File: src/rtl/mmf_pkg.sv
package mmf_pkg;
  typedef enum logic {ST_IDLE = 1'b0, ST_RUN = 1'b1} mmf_state_e;

  function automatic int cnt_width(input int n);
    return $clog2(n + 1);
  endfunction
endpackage

File: src/rtl/mmf_popcnt.sv
module mmf_popcnt #(
  parameter int N  = 4,
  parameter int CW = 3
) (
  input  logic [N-1:0]  bits,
  output logic [CW-1:0] count
);
  always_comb begin
    count = '0;
    for (int i = 0; i < N; i++) begin
      count = count + {{(CW-1){1'b0}}, bits[i]};
    end
  end
endmodule

File: src/rtl/mmf_round.sv
module mmf_round #(
  parameter int N  = 4,
  parameter int W  = 16,
  parameter int CW = 3
) (
  input  logic [W-1:0]   rem,
  input  logic [N-1:0]   open,
  input  logic [N*W-1:0] dmd,
  output logic [W-1:0]   share,
  output logic [N-1:0]   newly,
  output logic [W-1:0]   take,
  output logic [CW-1:0]  n_open,
  output logic [CW-1:0]  n_new
);
  mmf_popcnt #(.N(N), .CW(CW)) u_cnt_open (.bits(open),  .count(n_open));
  mmf_popcnt #(.N(N), .CW(CW)) u_cnt_new  (.bits(newly), .count(n_new));

  // truncating share of the pool per open requester
  always_comb begin
    if (n_open == '0) share = '0;
    else              share = rem / {{(W-CW){1'b0}}, n_open};
  end

  for (genvar i = 0; i < N; i++) begin : g_lane
    assign newly[i] = open[i] && (dmd[i*W +: W] <= share);
  end

  // newly served demands never exceed the pool, so W bits suffice
  always_comb begin
    take = '0;
    for (int i = 0; i < N; i++) begin
      if (newly[i]) take = take + dmd[i*W +: W];
    end
  end
endmodule

File: src/rtl/mmf_alloc_top.sv
module mmf_alloc_top #(
  parameter int N    = 4,
  parameter int W    = 16,
  parameter int FRAC = 4
) (
  input  logic           clk,
  input  logic           rst_n,
  input  logic           start_valid,
  output logic           start_ready,
  input  logic [N*W-1:0] demand_flat,
  input  logic [W-1:0]   capacity,
  output logic           done,
  output logic [N*W-1:0] alloc_flat
);
  import mmf_pkg::*;
  localparam int CW = cnt_width(N);

  if (FRAC > W || CW >= W) begin : g_bad_cfg
    $error("mmf_alloc_top: FRAC or N does not fit in W");
  end

  mmf_state_e     st_q;
  logic           done_q;
  logic [W-1:0]   rem_q;
  logic [N-1:0]   open_q;
  logic [N*W-1:0] dmd_q;
  logic [N*W-1:0] alloc_q;

  logic [W-1:0]  share, take;
  logic [N-1:0]  newly;
  logic [CW-1:0] n_open, n_new;
  logic          accept, last_rnd;

  assign start_ready = (st_q == ST_IDLE);
  assign done        = done_q;
  assign alloc_flat  = alloc_q;
  assign accept      = start_valid && start_ready;

  mmf_round #(.N(N), .W(W), .CW(CW)) u_round (
    .rem(rem_q), .open(open_q), .dmd(dmd_q),
    .share(share), .newly(newly), .take(take),
    .n_open(n_open), .n_new(n_new)
  );

  assign last_rnd = (n_new == '0) || (n_new == n_open);

  always_ff @(posedge clk) begin
    if (!rst_n) begin
      st_q    <= ST_IDLE;
      done_q  <= 1'b0;
      rem_q   <= '0;
      open_q  <= '0;
      dmd_q   <= '0;
      alloc_q <= '0;
    end else begin
      done_q <= 1'b0;
      if (accept) begin
        st_q    <= ST_RUN;
        rem_q   <= capacity;
        dmd_q   <= demand_flat;
        alloc_q <= '0;
        for (int i = 0; i < N; i++) begin
          open_q[i] <= (demand_flat[i*W +: W] != '0);
        end
      end else if (st_q == ST_RUN) begin
        rem_q  <= rem_q - take;
        open_q <= open_q & ~newly;
        for (int i = 0; i < N; i++) begin
          if (newly[i])                  alloc_q[i*W +: W] <= dmd_q[i*W +: W];
          else if (last_rnd && open_q[i]) alloc_q[i*W +: W] <= share;
        end
        if (last_rnd) begin
          st_q   <= ST_IDLE;
          done_q <= 1'b1;
        end
      end
    end
  end
endmodule

File: config.mk
export PLATFORM = sky130hd
export DESIGN_NAME = mmf_alloc_top
export DESIGN_NICKNAME = d
export VERILOG_FILES = /design/src/rtl/mmf_pkg.sv /design/src/rtl/mmf_popcnt.sv /design/src/rtl/mmf_round.sv /design/src/rtl/mmf_alloc_top.sv
export SDC_FILE = /design/constraint.sdc
export NUM_CORES = 1
export LEC_CHECK = 0
export ABC_AREA = 1
export BUFFER_PORTS_ARGS = -buffer_cell sky130_fd_sc_hd__buf_2
export CORE_MARGIN = 5
export CORE_UTILIZATION = 50
export CTS_BUF_LIST = sky130_fd_sc_hd__clkbuf_16
export DETAILED_ROUTE_END_ITERATION = 8
export PLACE_DENSITY = 0.72
export REMOVE_ABC_BUFFERS = 1
export SETUP_SLACK_MARGIN = 0.05
export SLEW_MARGIN = 10
export SYNTH_ARGS = -nofsm -noshare
export SYNTH_HDL_FRONTEND = slang
export SYNTH_SLANG_ARGS = --single-unit
File: constraint.sdc
create_clock -name clk -period 31 [get_ports clk]
set_input_delay 6.2 -clock clk [delete_from_list [all_inputs] [get_ports clk]]
set_output_delay 6.2 -clock clk [all_outputs]
set_load 0.02 [all_outputs]
# Yosys cells after proc, flatten, opt, wreduce, memory -nomap -nowiden

Cells that the tools add are included.

Add/sub/neg operators: 10
Div/mod/pow operators: 1
Magnitude comparators: 4
Equal/unequal tests: 1
Multiplexer cells: 21
Bitwise gates (word level): 4
Reductions and logical operators: 27

Operators with widths:

| cell                                       | count |
|---|---|
| 16-bit 2-to-1 mux                          | 15 |
| 16-bit <= comparator                       | 4 |
| 16-bit nonzero test                        | 4 |
| 16-bit adder                               | 3 |
| 16-bit by 3-bit divider with 16-bit output | 1 |
| 16-bit subtractor                          | 1 |
| 2-bit nonzero test                         | 5 |
| 1-bit logical AND                          | 9 |
| 4-bit 2-to-1 mux                           | 2 |
| 2-bit AND reduction                        | 4 |
| 2-bit by 1-bit adder with 3-bit output     | 2 |
| 3-bit by 1-bit adder with 3-bit output     | 2 |
| 3-bit zero test                            | 2 |
| 1-bit by 1-bit adder with 2-bit output     | 2 |
| 4-bit AND                                  | 1 |
| 1-bit 2-to-1 mux                           | 4 |
| 4-bit inverter                             | 1 |
| 3-bit equality test                        | 1 |
| 3-bit OR reduction                         | 1 |
| 1-bit inverter                             | 2 |
| 2-bit OR reduction                         | 1 |
| 1-bit logical OR                           | 1 |

Register bits: 150
Bits of input ports: 83
Logic and storage cells: 77

# Logic depth before layout (Yosys ltp)

Gate-level depths: netlist (run 1).

Word-level depth: 17
Mapped depth: 221
Gate-level depth less buffers: 219

# Cells and area by module

Synthesis (run 1) repeated with hierarchy kept, for this count alone.

Cell total of the unflattened synthesis: 2560
Area, all modules: 15985.3 sq um

Modules (own cells, without submodules):

| module        | instances | cells an instance | area an instance (sq um) |
|---|---|---|---|
| mmf_round     | 1         | 1515              | 8727.1 |
| mmf_alloc_top | 1         | 1029              | 7130.6 |
| mmf_popcnt    | 2         | 8                 | 63.8 |

# Least setup slack after synthesis (run 1)

No wires, ideal clock.

Path kind: register -> register
Start point: reg open_q[0]
End point: reg rem_q[15]
Setup time: 0.133 ns
Arrival time: 27.974 ns
Required time: 30.867 ns
Setup slack: 2.894 ns
Cell stages (with the launch flop): 209
Buffers on the path: 3
Clock period less this slack: 28.106 ns
Path through: dfxtp_1 inv_1 fa_1 inv_1 ha_1 inv_1 ha_1 o21ai_2 or2_1 nand2_1 ha_1 o21ai_1 nand2_1 nand2_2 o21ai_0 ha_1 a21oi_1 nand2_1 [173 not listed] o21ai_0 nand2_1 nand2_1 inv_1 o21ai_0 nand2_1 nand2_1 inv_1 nor2_1 inv_1 a21oi_1 o21ai_0 a21oi_1 xor2_1 xor2_1 a21oi_1 o21ai_0 a31oi_1

Word-level cells in the longest chain between the ends: 17

Ends and longest elaborated chain:

| item                                                                                 | RTL line                         | text |
|---|---|---|
| start: declaration                                                                   | mmf_alloc_top.sv:25              | `logic [N-1:0] open_q;` |
| start signal: indexed assignment                                                     | mmf_alloc_top.sv:63              | `open_q[i] <= (demand_flat[i*W +: W] != '0);` |
| start signal: assignment                                                             | mmf_alloc_top.sv:67              | `open_q <= open_q & ~newly;` |
| 1-bit by 1-bit adder with 2-bit output                                               | mmf_popcnt.sv:11                 | `count = count + {{(CW-1){1'b0}}, bits[i]};` |
| 2-bit by 1-bit adder with 3-bit output                                               | mmf_popcnt.sv:11                 |  |
| 3-bit by 1-bit adder with 3-bit output                                               | mmf_popcnt.sv:11                 |  |
| 16-bit by 3-bit divider with 16-bit output / 3-bit zero test (equally long branches) | mmf_round.sv:21, mmf_round.sv:20 |  |
| 16-bit 2-to-1 mux                                                                    | mmf_round.sv:20                  | `if (n_open == '0) share = '0;` |
| 16-bit <= comparator                                                                 | mmf_round.sv:25                  | `assign newly[i] = open[i] && (dmd[i*W +: W] <= share);` |
| 1-bit logical AND                                                                    | mmf_round.sv:25                  |  |
| 16-bit 2-to-1 mux                                                                    | mmf_round.sv:32                  | `if (newly[i]) take = take + dmd[i*W +: W];` |
| 16-bit adder                                                                         | mmf_round.sv:32                  |  |
| 16-bit 2-to-1 mux                                                                    | mmf_round.sv:32                  |  |
| 16-bit adder                                                                         | mmf_round.sv:32                  |  |
| 16-bit 2-to-1 mux                                                                    | mmf_round.sv:32                  |  |
| 16-bit adder                                                                         | mmf_round.sv:32                  |  |
| 16-bit 2-to-1 mux *                                                                  | mmf_round.sv:32                  |  |
| 16-bit subtractor *                                                                  | mmf_alloc_top.sv:66              | `rem_q <= rem_q - take;` |
| 16-bit 2-to-1 mux *                                                                  | mmf_alloc_top.sv:65              | `end else if (st_q == ST_RUN) begin` |
| 16-bit 2-to-1 mux *                                                                  | mmf_alloc_top.sv:57              | `if (accept) begin` |
| end signal: assignment                                                               | mmf_alloc_top.sv:59              | `rem_q <= capacity;` |
| end signal: assignment                                                               | mmf_alloc_top.sv:66              |  |
| end: declaration                                                                     | mmf_alloc_top.sv:24              | `logic [W-1:0] rem_q;` |

Mark *: on every way between the ends. The rest lies on a longest branch, timed or not. The select of a mux whose other input is x is not followed.
A chain may end at the register's enable or synchronous reset.

# Final worst setup path (run 1)

Start point: reg open_q[1]
End point: reg rem_q[15]

Same word-level chain as after synthesis.

==> results of run 1 <==
[worst max path at each step]
stage	cells past startpoint	slack, ns	end	startpoint
CTS	212	0.05	rem_q[15]	open_q[0]
floorplan	206	2.67	rem_q[15]	open_q[0]
finish	212	2.61	rem_q[15]	open_q[1]
global route	215	-0.16	rem_q[15]	open_q[0]
global placement	211	0.38	rem_q[15]	open_q[0]
detailed placement	211	-1.05	rem_q[15]	open_q[0]
[worst min-delay path, stage by stage, from the launching register on]
cell and delay, ns:
dfxtp_1 0.30, nand2_1 0.06, a21oi_1 0.05
[through the flow]
| stage | utilization [%] | setup TNS (ns) | hold slack (ns) | cell area, sq um |
|---|---|---|---|---|
| after floorplan | - | 0 | 0.455 | 15200 |
| after global placement | 54.1 | 0 | 0.452 | 16600 |
| after detailed placement | 54.1 | -1.92 | 0.454 | 16600 |
| after CTS | 56.2 | 0 | 0.463 | 17200 |
| after global routing | 58.0 | -0.163 | 0.479 | 17800 |
| final | 58.0 | 0 | 0.459 | 17800 |
[sequential cells by signal, indices dropped and copies added, names as in the netlist]
name,flops
st_q,1
rem_q,16
alloc_flat,64
open_q,4
done,1
dmd_q,64
[kinds of logic (layout without fill, tap and decap cells)]
logic type | Yosys count | after routing | share of synthesized area, %
compound gates | 537 | 537 | 19.4
simple gates | 1030 | 1031 | 32.4
buf+inv | 399 | 566 | 10.1
flops | 150 | 150 | 19.4
xor+xnor | 69 | 69 | 3.90
fa+ha+maj | 181 | 181 | 14.9
[area by class of cell]
class	count	area, sq um	share of cell area [%]
timing repair buffer	210	1210	6.84
inverter	324	1220	6.86
multi-input combinational	1818	11200	63.1
clock buffer	17	425	2.40
sequential	150	3000	16.9
tap	396	495	2.79
clock inverter	15	186	1.05
[routing by layer]
layer	global-route usage, %	vias to the layer above	routed length (um)	share of wire (%)
met3	3.87	114	3090	6.4
met5	0	-	7	0.014
met1	34.7	7513	21000	43
li1	-	8214	-	-
met2	47.4	614	23000	47
met4	9.27	2	1590	3.3
[what timing repair did]
action                     in CTS  in global routing
gates resized for setup        11                 84
pin swaps                       0                 37
setup endpoints to repair       5                 81
cloned                          0                  1
buffers inserted                0                 43
[layout by cell type (no fill, tap or decap), drive strengths merged, types with 2 or more instances in the layout]
cell	instances
nand2	545
inv	320
nor2	246
o21ai	228
buf	210
a21oi	191
ha	175
dfxtp	150
nand3	128
nand4	58
xor2	48
o211ai	35
a31oi	32
o21bai	22
xnor2	21
clkbuf	17
nor4	14
clkinv	12
nor3	10
or2	10
nand3b	9
and2	8
fa	6
o221ai	4
o2111ai	4
bufinv	4
a211oi	4
o21a	3
a221oi	3
clkinvlp	3
a21o	2
a22oi	2
o31ai	2
==> results.sh, run 1 <==
export IMPL_fill_cells=2945
export IMPL_grt_pass1_vias=15500
export IMPL_coreArea_sq_um=30600
export IMPL_clock_path_buffers=2
export IMPL_drt_total_wl_um=48700
export IMPL_die_w_um=186
export IMPL_dieArea_sq_um=34600
export IMPL_ys_seq_elements=150
export IMPL_cpMaxStageDelayCell="fa_1"
export IMPL_crit_type="reg -> reg"
export IMPL_hold_class="reg -> reg"
export IMPL_max_stage_delay_ns=0.51
export IMPL_clockRootBuffer="clkbuf_16"
export IMPL_crit_top_cell="nand2_1"
export IMPL_vias=16500
export IMPL_grt_overflow=0
export IMPL_synth_enable_flop_cells=0
export IMPL_cts_tree="done"
export IMPL_drt_iter0_drc=1033
export IMPL_seq_area_frac_synth_pct=19.4
export IMPL_cap_violations=0
export IMPL_crit_buf_inv=37
export IMPL_hp_start="alloc_flat[52]"
export IMPL_clk_latency_ns=0.44
export IMPL_grt_usage_pct=27.3
export IMPL_slew_viol_final=0
export IMPL_setup_violations=0
export IMPL_yosysMostFrequentCell="nand2_1"
export IMPL_synth_top_area_share_pct=19.4
export IMPL_antenna_found_initial=1
export IMPL_synth_avg_cell_area_sq_um=6.56
export IMPL_fin_crit_sh_pct=91.6
export IMPL_synth_area_top_cells="dfxtp_1 19%, ha_1 14%, nand2_1 12%, inv_1 7.3%, o21ai_0 6.9%"
export IMPL_layout_setup_ws_ns=2.61
export IMPL_grt_max_degree=80
export IMPL_place_gp_congestion=0.903
export IMPL_grt_pass1_wl_um=76700
export IMPL_synthTopCellsByCount="502 x nand2_1, 301 x inv_1, 215 x nor2_1, 215 x o21ai_0, 190 x a21oi_1"
export IMPL_cp_max_fo=16
export IMPL_drive_gt1_share_pct=17.6
export IMPL_fin_crit_ns=28.39
export IMPL_start_util_pct=50.7
export IMPL_reg2reg_to="rem_q[15]"
export IMPL_diodes=0
export IMPL_vias_per_cell=5.62
export IMPL_synthCells=2366
export IMPL_htreeDepth=4
export IMPL_async_flop_share_pct=0
export IMPL_nNetsFinal=2785
export IMPL_critPathTopFamily="simple AND/OR/NAND/NOR gates"
export IMPL_holdPathStages=2
export IMPL_ant_nets=0
export IMPL_io_pins=149
export IMPL_dp_cells=2854
export IMPL_ys_flop_type="dfxtp_1"
export IMPL_status="finished clean"
export IMPL_fmax_ghz=0.0352
export IMPL_cts_clk_slew_worst_paths_ns=0.06
export IMPL_required_ns=31.31
export IMPL_rrSetupSlack_ns=2.61
export IMPL_slew_headroom_pct=32.4
export IMPL_synth_area_sq_um=15500
export IMPL_die_h_um=186
export IMPL_critical_path_arrival_ns=28.70
export IMPL_r2r_start="open_q[1]"
export IMPL_crit_path_end_kind="register"
export IMPL_io_buffers=148
export IMPL_whs_endpoint="alloc_flat[52]"
export IMPL_drtPass1Iterations=6
export IMPL_start_kind="register"
export IMPL_routedWlPerCell_um=16.6
export IMPL_tightest_slew_ns=1.01
export IMPL_syn2layout_area_growth_pct=14.5
export IMPL_hold_violations=0
export IMPL_dpl_worst_slack_ns=-1.05
export IMPL_cts_buffers=17
export IMPL_cts_sinks=150
export IMPL_ys_warn_count=0
export IMPL_r2r_cells=212
export IMPL_clock_skew_final_ns=0.0104
export IMPL_drc=0
export IMPL_std_cell_rows=64
export IMPL_ctsHoldBuffers=0
export IMPL_synth_area_leader_cell="dfxtp_1"
export IMPL_ys_types=63
export IMPL_dpl_hpwl_um=37800
export IMPL_fin_cells=2930
Power of run 1 is not shown: default switching activity piles up to over one toggle a cycle in this logic, so the estimate is an artifact.
==> run 2, diff against run 1 <==
--- a/config.mk
+++ b/config.mk
@@ -9,11 +9,11 @@
 export BUFFER_PORTS_ARGS = -buffer_cell sky130_fd_sc_hd__buf_2
 export CORE_MARGIN = 5
 export CORE_UTILIZATION = 50
-export CTS_BUF_LIST = sky130_fd_sc_hd__clkbuf_16
 export DETAILED_ROUTE_END_ITERATION = 8
 export PLACE_DENSITY = 0.72
 export REMOVE_ABC_BUFFERS = 1
 export SETUP_SLACK_MARGIN = 0.05
+export SKIP_LAST_GASP = 1
 export SLEW_MARGIN = 10
 export SYNTH_ARGS = -nofsm -noshare
 export SYNTH_HDL_FRONTEND = slang
==> results.sh, run 2 (synthesis gave the netlist of run 1 again) <==
export IMPL_drt_total_wl_um=48700
export IMPL_hold_class="reg -> reg"
export IMPL_setup_tns_final_ns=0
export IMPL_dpl_cell_area_sq_um=16600
export IMPL_tightest_slew_ns=1.00
export IMPL_grt_usage_pct=27.3
export IMPL_multiInputGateArea_sq_um=11200
export IMPL_fill_cells=2944
export IMPL_status="finished clean"
export IMPL_layout_common_cells="499 x nand2_1, 293 x inv_1, 206 x nor2_1, 187 x o21ai_0, 182 x a21oi_1"
export IMPL_cts_clk_slew_worst_paths_ns=0.06
export IMPL_grt_overflow=0
export IMPL_start_util_pct=50.7
export IMPL_dpl_worst_slack_ns=-1.05
export IMPL_dieArea_sq_um=34600
export IMPL_crit_type="reg -> reg"
export IMPL_clock_path_buffers=2
export IMPL_die_w_um=186
export IMPL_grt_pass1_vias=15500
export IMPL_diodes=0
export IMPL_setup_violations=0
export IMPL_die_h_um=186
export IMPL_cts_buffers=17
export IMPL_grt_pass1_wl_um=76800
export IMPL_vias_per_cell=5.62
export IMPL_critical_path_arrival_ns=28.69
export IMPL_coreArea_sq_um=30600
export IMPL_fin_area_sq_um=17800
export IMPL_cts_tree="done"
export IMPL_nNetsFinal=2785
export IMPL_hp_start="alloc_flat[52]"
export IMPL_start_kind="register"
export IMPL_place_gp_congestion=0.903
export IMPL_io_pins=149
export IMPL_crit_buf_inv=37
export IMPL_wl_met2_um=22900
export IMPL_crit_path_start="open_q[0]"
export IMPL_ctsHoldBuffers=0
export IMPL_drc=0
export IMPL_layout_setup_ws_ns=2.61
export IMPL_clock_skew_final_ns=0.0107
export IMPL_ff_latch_area_sq_um=3000
export IMPL_ant_nets=0
export IMPL_slew_headroom_pct=32.6
export IMPL_met1Wirelength_um=21300
export IMPL_highest_layer="met5"
export IMPL_r2r_start="open_q[0]"
export IMPL_cpMaxStageDelayCell="fa_1"
export IMPL_crit_top_cell="nand2_1"
export IMPL_fin_crit_ns=28.39
export IMPL_crit_path_end_kind="register"
export IMPL_cap_violations=0
export IMPL_required_ns=31.30
export IMPL_hold_ws_ns=0.459
export IMPL_routedWlPerCell_um=16.6
export IMPL_dpl_hpwl_um=37800
export IMPL_syn2layout_area_growth_pct=14.6
export IMPL_clockRootBuffer="clkbuf_16"
export IMPL_hold_violations=0
export IMPL_antenna_found_initial=1
export IMPL_fmax_ghz=0.0352
export IMPL_std_cell_rows=64
export IMPL_htreeDepth=4
export IMPL_io_buffers=148
export IMPL_slew_viol_final=0
export IMPL_route_met3_wl_um=2790
export IMPL_layout_commonest_cell="nand2_1"
export IMPL_clk_latency_ns=0.44
export IMPL_cts_sinks=150
export IMPL_drive_gt1_share_pct=17.7
export IMPL_grt_max_degree=80
export IMPL_critPathTopFamily="simple AND/OR/NAND/NOR gates"
export IMPL_drt_iter0_drc=1090
export IMPL_drtPass1Iterations=6
export IMPL_vias=16500
export IMPL_cp_max_fo=16
export IMPL_max_stage_delay_ns=0.53
export IMPL_fin_crit_sh_pct=91.6
-- run 2: cell types whose count changed in the layout (fill, tap and decap cells not counted), sizes merged --
cell,previous run,this run
clkinv,12,10
clkbuf,17,20
inv,320,319
-- run 2: final timing paths --
check / endpoint / slack (ns) / cells after the start
worst max-delay path: rem_q[15] / 2.61 / 212
worst min-delay path: alloc_flat[52] / 0.46 / 2
worst max register to register: rem_q[15] / 2.61 / 212
worst min register to register: alloc_flat[52] / 0.46 / 2
-- run 2: cell type report --
type / count / area share [%]
Timing Repair Buffer: 210 / 6.83
Sequential cell: 150 / 16.9
Inverter: 324 / 6.86
Multi-Input combinational cell: 1818 / 63.1
Clock inverter: 12 / 0.986
Tap cell: 396 / 2.79
Clock buffer: 20 / 2.57
-- run 2: what timing repair did --
| item | CTS | global route |
|---|---|---|
| setup buffers | 0 | 43 |
| pin swaps | 0 | 37 |
| gates cloned | 0 | 1 |
| setup endpoints to repair | 5 | 81 |
| resized for setup | 11 | 84 |
-- run 2: per-layer routing --
layer,vias to the layer above,GRT usage (%)
met5,-,0
met4,2,9.33
met3,119,3.87
met2,573,47.5
met1,7559,34.7
li1,8216,-
-- run 2: worst min-delay path, delay by kind of cell (launching register included) --
family | cells | cell delay (ns)
AND/OR/NAND/NOR | 1 | 0.06
AO/OA/AOI/OAI | 1 | 0.05
flip-flops | 1 | 0.30
-- run 2: metrics by stage --
step	util, %	cells
6_report	58.1	2930
5_1_grt	58.1	2930
4_1_cts	56.3	2886
3_5_place_dp	54.1	2854
3_3_place_gp	54.1	2854
2_1_floorplan	-	2291
Power of run 2 is left out for the same reason.
